<file path="config.mk">
export PLATFORM = sky130hd
export DESIGN_NAME = hbridge_gate_ctrl
export DESIGN_NICKNAME = d
export VERILOG_FILES = /design/src/rtl/hbg_pkg.sv /design/src/rtl/hbg_cmd_decode.sv /design/src/rtl/hbg_leg_sequencer.sv /design/src/rtl/hbridge_gate_ctrl.sv
export SDC_FILE = /design/constraint.sdc
export NUM_CORES = 1
export LEC_CHECK = 0
export CAP_MARGIN = 25
export CORE_MARGIN = 2
export CORE_UTILIZATION = 56
export CTS_CLUSTER_SIZE = 25
export DETAILED_ROUTE_END_ITERATION = 7
export GPL_ROUTABILITY_DRIVEN = 1
export GPL_TIMING_DRIVEN = 0
export PLACE_DENSITY = 0.9
export SKIP_CTS_REPAIR_TIMING = 1
export SYNTH_ARGS = -nofsm -noshare
export SYNTH_HDL_FRONTEND = slang
export SYNTH_SLANG_ARGS = --single-unit
</file>
<file path="constraint.sdc">
create_clock -name clk -period 3.8 [get_ports clk]
set_input_delay 0.95 -clock clk [delete_from_list [all_inputs] [get_ports clk]]
set_output_delay 0.95 -clock clk [all_outputs]
set_load 0.01 [all_outputs]
</file>
<file path="src/rtl/hbg_pkg.sv">
package hbg_pkg;

  // Leg command: bit 0 drives the high side, bit 1 the low side.
  typedef enum logic [1:0] {
    LEG_OFF = 2'b00,
    LEG_HI  = 2'b01,
    LEG_LO  = 2'b10
  } leg_cmd_e;

  localparam int unsigned NUM_LEGS = 2;
  localparam int unsigned LEG_A    = 0;
  localparam int unsigned LEG_B    = 1;

endpackage

</file>
<file path="src/rtl/hbg_cmd_decode.sv">
module hbg_cmd_decode
  import hbg_pkg::*;
(
  input  logic     bridge_mode,
  input  logic     dir_or_ina,
  input  logic     pwm_or_enb,
  input  logic     qsel_or_inb,
  input  logic     en_or_ena,
  input  logic     brake,
  input  logic     uv_fault,
  input  logic     oc_blank_a,
  input  logic     oc_blank_b,
  output leg_cmd_e req_a,
  output leg_cmd_e req_b
);

  leg_cmd_e drv_side;   // command for the leg holding the diagonal's high switch
  leg_cmd_e sink_side;  // command for the leg holding the diagonal's low switch
  logic     any_oc;

  assign any_oc = oc_blank_a | oc_blank_b;

  // Full-bridge diagonal commands
  always_comb begin
    drv_side  = (pwm_or_enb || qsel_or_inb) ? LEG_HI : LEG_OFF;
    sink_side = pwm_or_enb ? LEG_LO : LEG_OFF;
  end

  // Priority chain: undervoltage, overcurrent, disable, brake, PWM
  always_comb begin
    req_a = LEG_OFF;
    req_b = LEG_OFF;
    if (uv_fault) begin
      req_a = LEG_OFF;
      req_b = LEG_OFF;
    end else if (bridge_mode) begin
      if (any_oc || !en_or_ena) begin
        req_a = LEG_OFF;
        req_b = LEG_OFF;
      end else if (brake) begin
        req_a = LEG_LO;
        req_b = LEG_LO;
      end else if (dir_or_ina) begin
        req_a = drv_side;
        req_b = sink_side;
      end else begin
        req_a = sink_side;
        req_b = drv_side;
      end
    end else begin
      if (!oc_blank_a && en_or_ena) begin
        req_a = dir_or_ina ? LEG_HI : LEG_LO;
      end
      if (!oc_blank_b && pwm_or_enb) begin
        req_b = qsel_or_inb ? LEG_HI : LEG_LO;
      end
    end
  end

endmodule

</file>
<file path="src/rtl/hbg_leg_sequencer.sv">
module hbg_leg_sequencer
  import hbg_pkg::*;
#(
  parameter int unsigned DEAD_CYCLES = 4
) (
  input  logic     clk,
  input  logic     rst_n,
  input  leg_cmd_e req_i,
  output logic     hi_o,
  output logic     lo_o
);

  localparam int unsigned CNT_W = $clog2(DEAD_CYCLES + 1);
  localparam logic [CNT_W-1:0] CNT_MAX = CNT_W'(DEAD_CYCLES);
  localparam logic [CNT_W-1:0] CNT_ONE = CNT_W'(1);

  leg_cmd_e         state_q, state_d;
  leg_cmd_e         last_q, last_d;
  logic [CNT_W-1:0] gap_q, gap_d;
  logic             gap_en;
  logic             gap_done;

  assign gap_done = (gap_q >= CNT_MAX);

  // Next-state logic
  always_comb begin
    state_d = state_q;
    last_d  = last_q;
    gap_d   = gap_q;
    gap_en  = 1'b0;
    if (state_q == LEG_OFF) begin
      if ((req_i != LEG_OFF) && ((req_i == last_q) || gap_done)) begin
        state_d = req_i;
      end else if (!gap_done) begin
        gap_en = 1'b1;
        gap_d  = gap_q + CNT_ONE;
      end
    end else if (req_i != state_q) begin
      state_d = LEG_OFF;
      last_d  = state_q;
      gap_en  = 1'b1;
      gap_d   = CNT_ONE;
    end
  end

  // Registers
  always_ff @(posedge clk or negedge rst_n) begin
    if (!rst_n) begin
      state_q <= LEG_OFF;
      last_q  <= LEG_OFF;
    end else begin
      state_q <= state_d;
      last_q  <= last_d;
    end
  end

  always_ff @(posedge clk or negedge rst_n) begin
    if (!rst_n) begin
      gap_q <= CNT_MAX;
    end else if (gap_en) begin
      gap_q <= gap_d;
    end
  end

  // Gate bits come straight from the state flops
  assign hi_o = state_q[0];
  assign lo_o = state_q[1];

endmodule

</file>
<file path="src/rtl/hbridge_gate_ctrl.sv">
module hbridge_gate_ctrl
  import hbg_pkg::*;
#(
  parameter int unsigned DEAD_CYCLES = 4
) (
  input  logic clk,
  input  logic rst_n,
  input  logic bridge_mode,
  input  logic dir_or_ina,
  input  logic pwm_or_enb,
  input  logic qsel_or_inb,
  input  logic en_or_ena,
  input  logic brake,
  input  logic uv_fault,
  input  logic oc_blank_a,
  input  logic oc_blank_b,
  output logic gate_hi_a,
  output logic gate_lo_a,
  output logic gate_hi_b,
  output logic gate_lo_b
);

  leg_cmd_e req_a, req_b;
  leg_cmd_e leg_req [NUM_LEGS];
  logic     leg_hi  [NUM_LEGS];
  logic     leg_lo  [NUM_LEGS];

  hbg_cmd_decode u_decode (
    .bridge_mode (bridge_mode),
    .dir_or_ina  (dir_or_ina),
    .pwm_or_enb  (pwm_or_enb),
    .qsel_or_inb (qsel_or_inb),
    .en_or_ena   (en_or_ena),
    .brake       (brake),
    .uv_fault    (uv_fault),
    .oc_blank_a  (oc_blank_a),
    .oc_blank_b  (oc_blank_b),
    .req_a       (req_a),
    .req_b       (req_b)
  );

  assign leg_req[LEG_A] = req_a;
  assign leg_req[LEG_B] = req_b;

  for (genvar g = 0; g < NUM_LEGS; g++) begin : g_leg
    hbg_leg_sequencer #(
      .DEAD_CYCLES (DEAD_CYCLES)
    ) u_seq (
      .clk   (clk),
      .rst_n (rst_n),
      .req_i (leg_req[g]),
      .hi_o  (leg_hi[g]),
      .lo_o  (leg_lo[g])
    );
  end

  assign gate_hi_a = leg_hi[LEG_A];
  assign gate_lo_a = leg_lo[LEG_A];
  assign gate_hi_b = leg_hi[LEG_B];
  assign gate_lo_b = leg_lo[LEG_B];

endmodule

</file>
==> flow_metrics.tcl <==
set metrics [dict create \
    run_status "complete, no violations" \
    timing.critical_path.max_delay_family "simple AND/OR/NAND/NOR gates" \
    avgSynthCellArea_sq_um 9.59 \
    timing.final.max_slew_violations 0 \
    insertion_delay_ns 0.29 \
    internal-power_mw 0.398 \
    worst-path-max-fanout 4 \
    maxSlewHeadroom 0.574 \
    avgRoutedWirePerCell_microns 15.5 \
    yosys_warnings 0 \
    antenna_violations_before_repair 0 \
    critical_path.startpoint_type "input pin" \
    reg2reg_setup_slack_ns 2.22 \
    die_w_microns 45.8 \
    net-switching-power_mw 0.235 \
    pwr-share-comb 0.395 \
    slowest_stage "sky130_fd_sc_hd__or4_4" \
    drt_first_iter_violations 18 \
    worstPathCellList "clkdlybuf4s50_1 -> nand2b_1 -> or3b_4 -> or4_4 -> o211ai_2 -> mux2_4" \
    grt_remaining_overflow 0 \
    grt_setup_unrepaired "no" \
    area_of_the_multi_input_gates_sq_um 584 \
    fin_tns_setup_ns 0 \
    fin_crit_sh 0.713 \
    power_frac_clock 0.176 \
    async_flop_share 1.00 \
    criticalPathCategory "input pin to flop" \
    top_level_ports 15 \
    grt_util_all_layers 0.233 \
    worstHoldPathType "flop to flop" \
    grt_pass1_vias 854 \
    cp-end-kind "flop" \
    dp_hpwl_microns 1600 \
    hold_viol_final 0 \
    gp_congestion 0.809 \
    clock-root-buffer "sky130_fd_sc_hd__clkbuf_4" \
    setup-violations-final 0 \
    sequentialPowerShare 0.428 \
    post_synth_inst_count 102 \
    number_of_iterations_in_the_first_detailed_routing_pass 4 \
    timing.critical_path.required_ns 3.99 \
    drc_violation_count_after_routing 0 \
    initial_standard_cell_utilization_of_the_core 0.579 \
    clock-sinks 14 \
    floorplan.die.height_microns 45.8 \
    synth_nets 117 \
    area_growth_from_synthesis_to_layout_pct 19.2 \
    core_region_area_sq_um 1690 \
    static-leakage-power_nw 0.502 \
    crit_buf_inv 1 \
    worst-endpoint-arrival_ns 2.90 \
    cts_tree "yes" \
    seq_area_sq_um 353 \
    synth-seq-cells 14 \
    synth.distinct_cells 44 \
    fp.dieArea_sq_um 2100 \
    fillers 125 \
    grt_first_pass_wirelength_microns 3510 \
    ir_drop_mv 0.366 \
    grt_start_max_net_pins 15 \
    wl_microns 2110 \
    clock_tree.buffer_depth 2 \
    sw_frac_of_total 0.371 \
    total_number_of_h_tree_levels 1 \
    clk_pin_slew_ns 0.09 \
    postRouteAntennaNets 0 \
    vias 873 \
    drv.max_cap_violation_count 0 \
    clock_skew_ns 0.00907 \
    fmax_mhz 369 \
    power_per_cell_area_nw_per_um2 543 \
    cp_slowest_stage_delay_ns 0.51 \
    number_of_flops_mapped_to_enable_cells_by_yosys 0 \
    yosys_most_used_dff "sky130_fd_sc_hd__dfrtp_1" \
    utilization 0.690 \
    tightest_slew_ns 0.637 \
    final_period_minus_worst_setup_slack_ns 2.71 \
    io_buffers 13 \
    syn_area_sq_um 978 \
    final_layout_size_suffix_gt1_frac 0.143 \
    antenna-diode-count 0 \
    nets 135 \
    share_of_the_yosys_chip_area_belonging_to_registers 0.361 \
    placementRows 15 \
    avgViaCountPerCell 6.42 \
    cts-buffers-inserted 3 \
]
power by group through the flow:
stage | logic, mW | registers (mW) | clock network [mW]
after floorplan | 0.190 | 0.260 | 0
after global placement | 0.228 | 0.269 | 0
after detailed placement | 0.250 | 0.271 | 0
after CTS | 0.250 | 0.269 | 0.113
after global routing | 0.279 | 0.280 | 0.118
final | 0.250 | 0.271 | 0.112
final timing paths:
check	from	endpoint	cells after the start
max in group asynchronous	rst_n	g_leg[0].u_seq.last_q[0]	1
min reg2reg	g_leg[1].u_seq.gap_q[0]	g_leg[1].u_seq.gap_q[0]	1
max	oc_blank_a	g_leg[0].u_seq.gap_q[0]	6
max reg2reg	g_leg[0].u_seq.last_q[0]	g_leg[0].u_seq.gap_q[0]	4
min	g_leg[1].u_seq.gap_q[0]	g_leg[1].u_seq.gap_q[0]	1
min in group asynchronous	rst_n	g_leg[1].u_seq.gap_q[0]	1
sequential cells by signal (all words and copies together), names as in the netlist:
name / cells
g_leg.u_seq.state_q: 4
g_leg.u_seq.last_q: 4
g_leg.u_seq.gap_q: 6
per-layer routing:
metal | GRT usage | up-vias | routed length [microns]
met5 | 0 | - | 0
met2 | 0.417 | 25 | 1100
li1 | - | 422 | -
met1 | 0.271 | 424 | 902
met3 | 0.0595 | 2 | 91
met4 | 0.0686 | 0 | 10
layout by cell type, fill, tap and decap left out, drive strengths merged, types with 2 or more instances in the layout:
cell type,synthesis,routed
dfstp,2,2
ha,4,4
clkdlybuf4s50,0,13
a21o,2,2
clkbuf,1,5
or2,2,2
o31a,3,3
nor3,4,4
nand2b,2,2
nor2,6,6
dfrtp,12,12
and3,2,2
o21ai,6,6
a22o,3,3
nand3,5,5
a21oi,6,6
nand4bb,2,2
nand2,9,9
nor4b,3,3
inv,7,7
mux2i,3,3
worst register-to-register path: stages, from the launching register on:
cell and delay [ns]:
sky130_fd_sc_hd__dfrtp_1 0.40, sky130_fd_sc_hd__inv_1 0.09, sky130_fd_sc_hd__or4_4 0.56, sky130_fd_sc_hd__o211ai_2 0.12
sky130_fd_sc_hd__mux2_4 0.32
synth_stat cells, types with 2 or more instances:
| cell | number | area (sq um) |
|---|---|---|
| sky130_fd_sc_hd__a21oi_1 | 5 | 25.0 |
| sky130_fd_sc_hd__a22o_1 | 3 | 26.3 |
| sky130_fd_sc_hd__and3_1 | 2 | 12.5 |
| sky130_fd_sc_hd__dfrtp_1 | 12 | 300 |
| sky130_fd_sc_hd__dfstp_2 | 2 | 52.6 |
| sky130_fd_sc_hd__ha_1 | 4 | 50.1 |
| sky130_fd_sc_hd__inv_1 | 7 | 26.3 |
| sky130_fd_sc_hd__mux2i_1 | 3 | 30.0 |
| sky130_fd_sc_hd__nand2_1 | 9 | 33.8 |
| sky130_fd_sc_hd__nand2b_1 | 2 | 12.5 |
| sky130_fd_sc_hd__nand3_1 | 5 | 25.0 |
| sky130_fd_sc_hd__nand4bb_1 | 2 | 22.5 |
| sky130_fd_sc_hd__nor2_1 | 6 | 22.5 |
| sky130_fd_sc_hd__nor3_1 | 4 | 20.0 |
| sky130_fd_sc_hd__nor4b_1 | 2 | 17.5 |
| sky130_fd_sc_hd__o21ai_0 | 5 | 25.0 |
| sky130_fd_sc_hd__o31a_1 | 2 | 17.5 |
area by class of cell:
cell class	instances	area share
inverter	7	0.0225
clock buffer	4	0.0311
tap	17	0.0182
buffer	2	0.0129
multi-input combinational	79	0.501
sequential	14	0.303
timing repair buffer	13	0.112
per-stage QoR:
| stage | instances | hold slack [ns] | power [mW] | worst slack [ns] | area [sq um] |
|---|---|---|---|---|---|
| 6_report | 136 | 0.508 | 0.633 | 1.09 | 1170 |
| 3_3_place_gp | 132 | 0.476 | 0.497 | 0.830 | 1130 |
| 5_1_grt | 136 | 0.529 | 0.677 | 1.04 | 1170 |
| 2_1_floorplan | 102 | 0.455 | 0.450 | 1.31 | 978 |
| 3_5_place_dp | 132 | 0.493 | 0.522 | 0.791 | 1130 |
| 4_1_cts | 136 | 0.508 | 0.633 | 1.10 | 1170 |
kinds of logic after synthesis:
kind of cell | share of synthesized area
AO/OA/AOI/OAI | 0.252
adder cells (fa/ha/maj) | 0.0512
buffers and inverters | 0.0422
flip-flops | 0.361
multiplexers | 0.0460
AND/OR/NAND/NOR | 0.248
(Power assumes the default switching activity.)
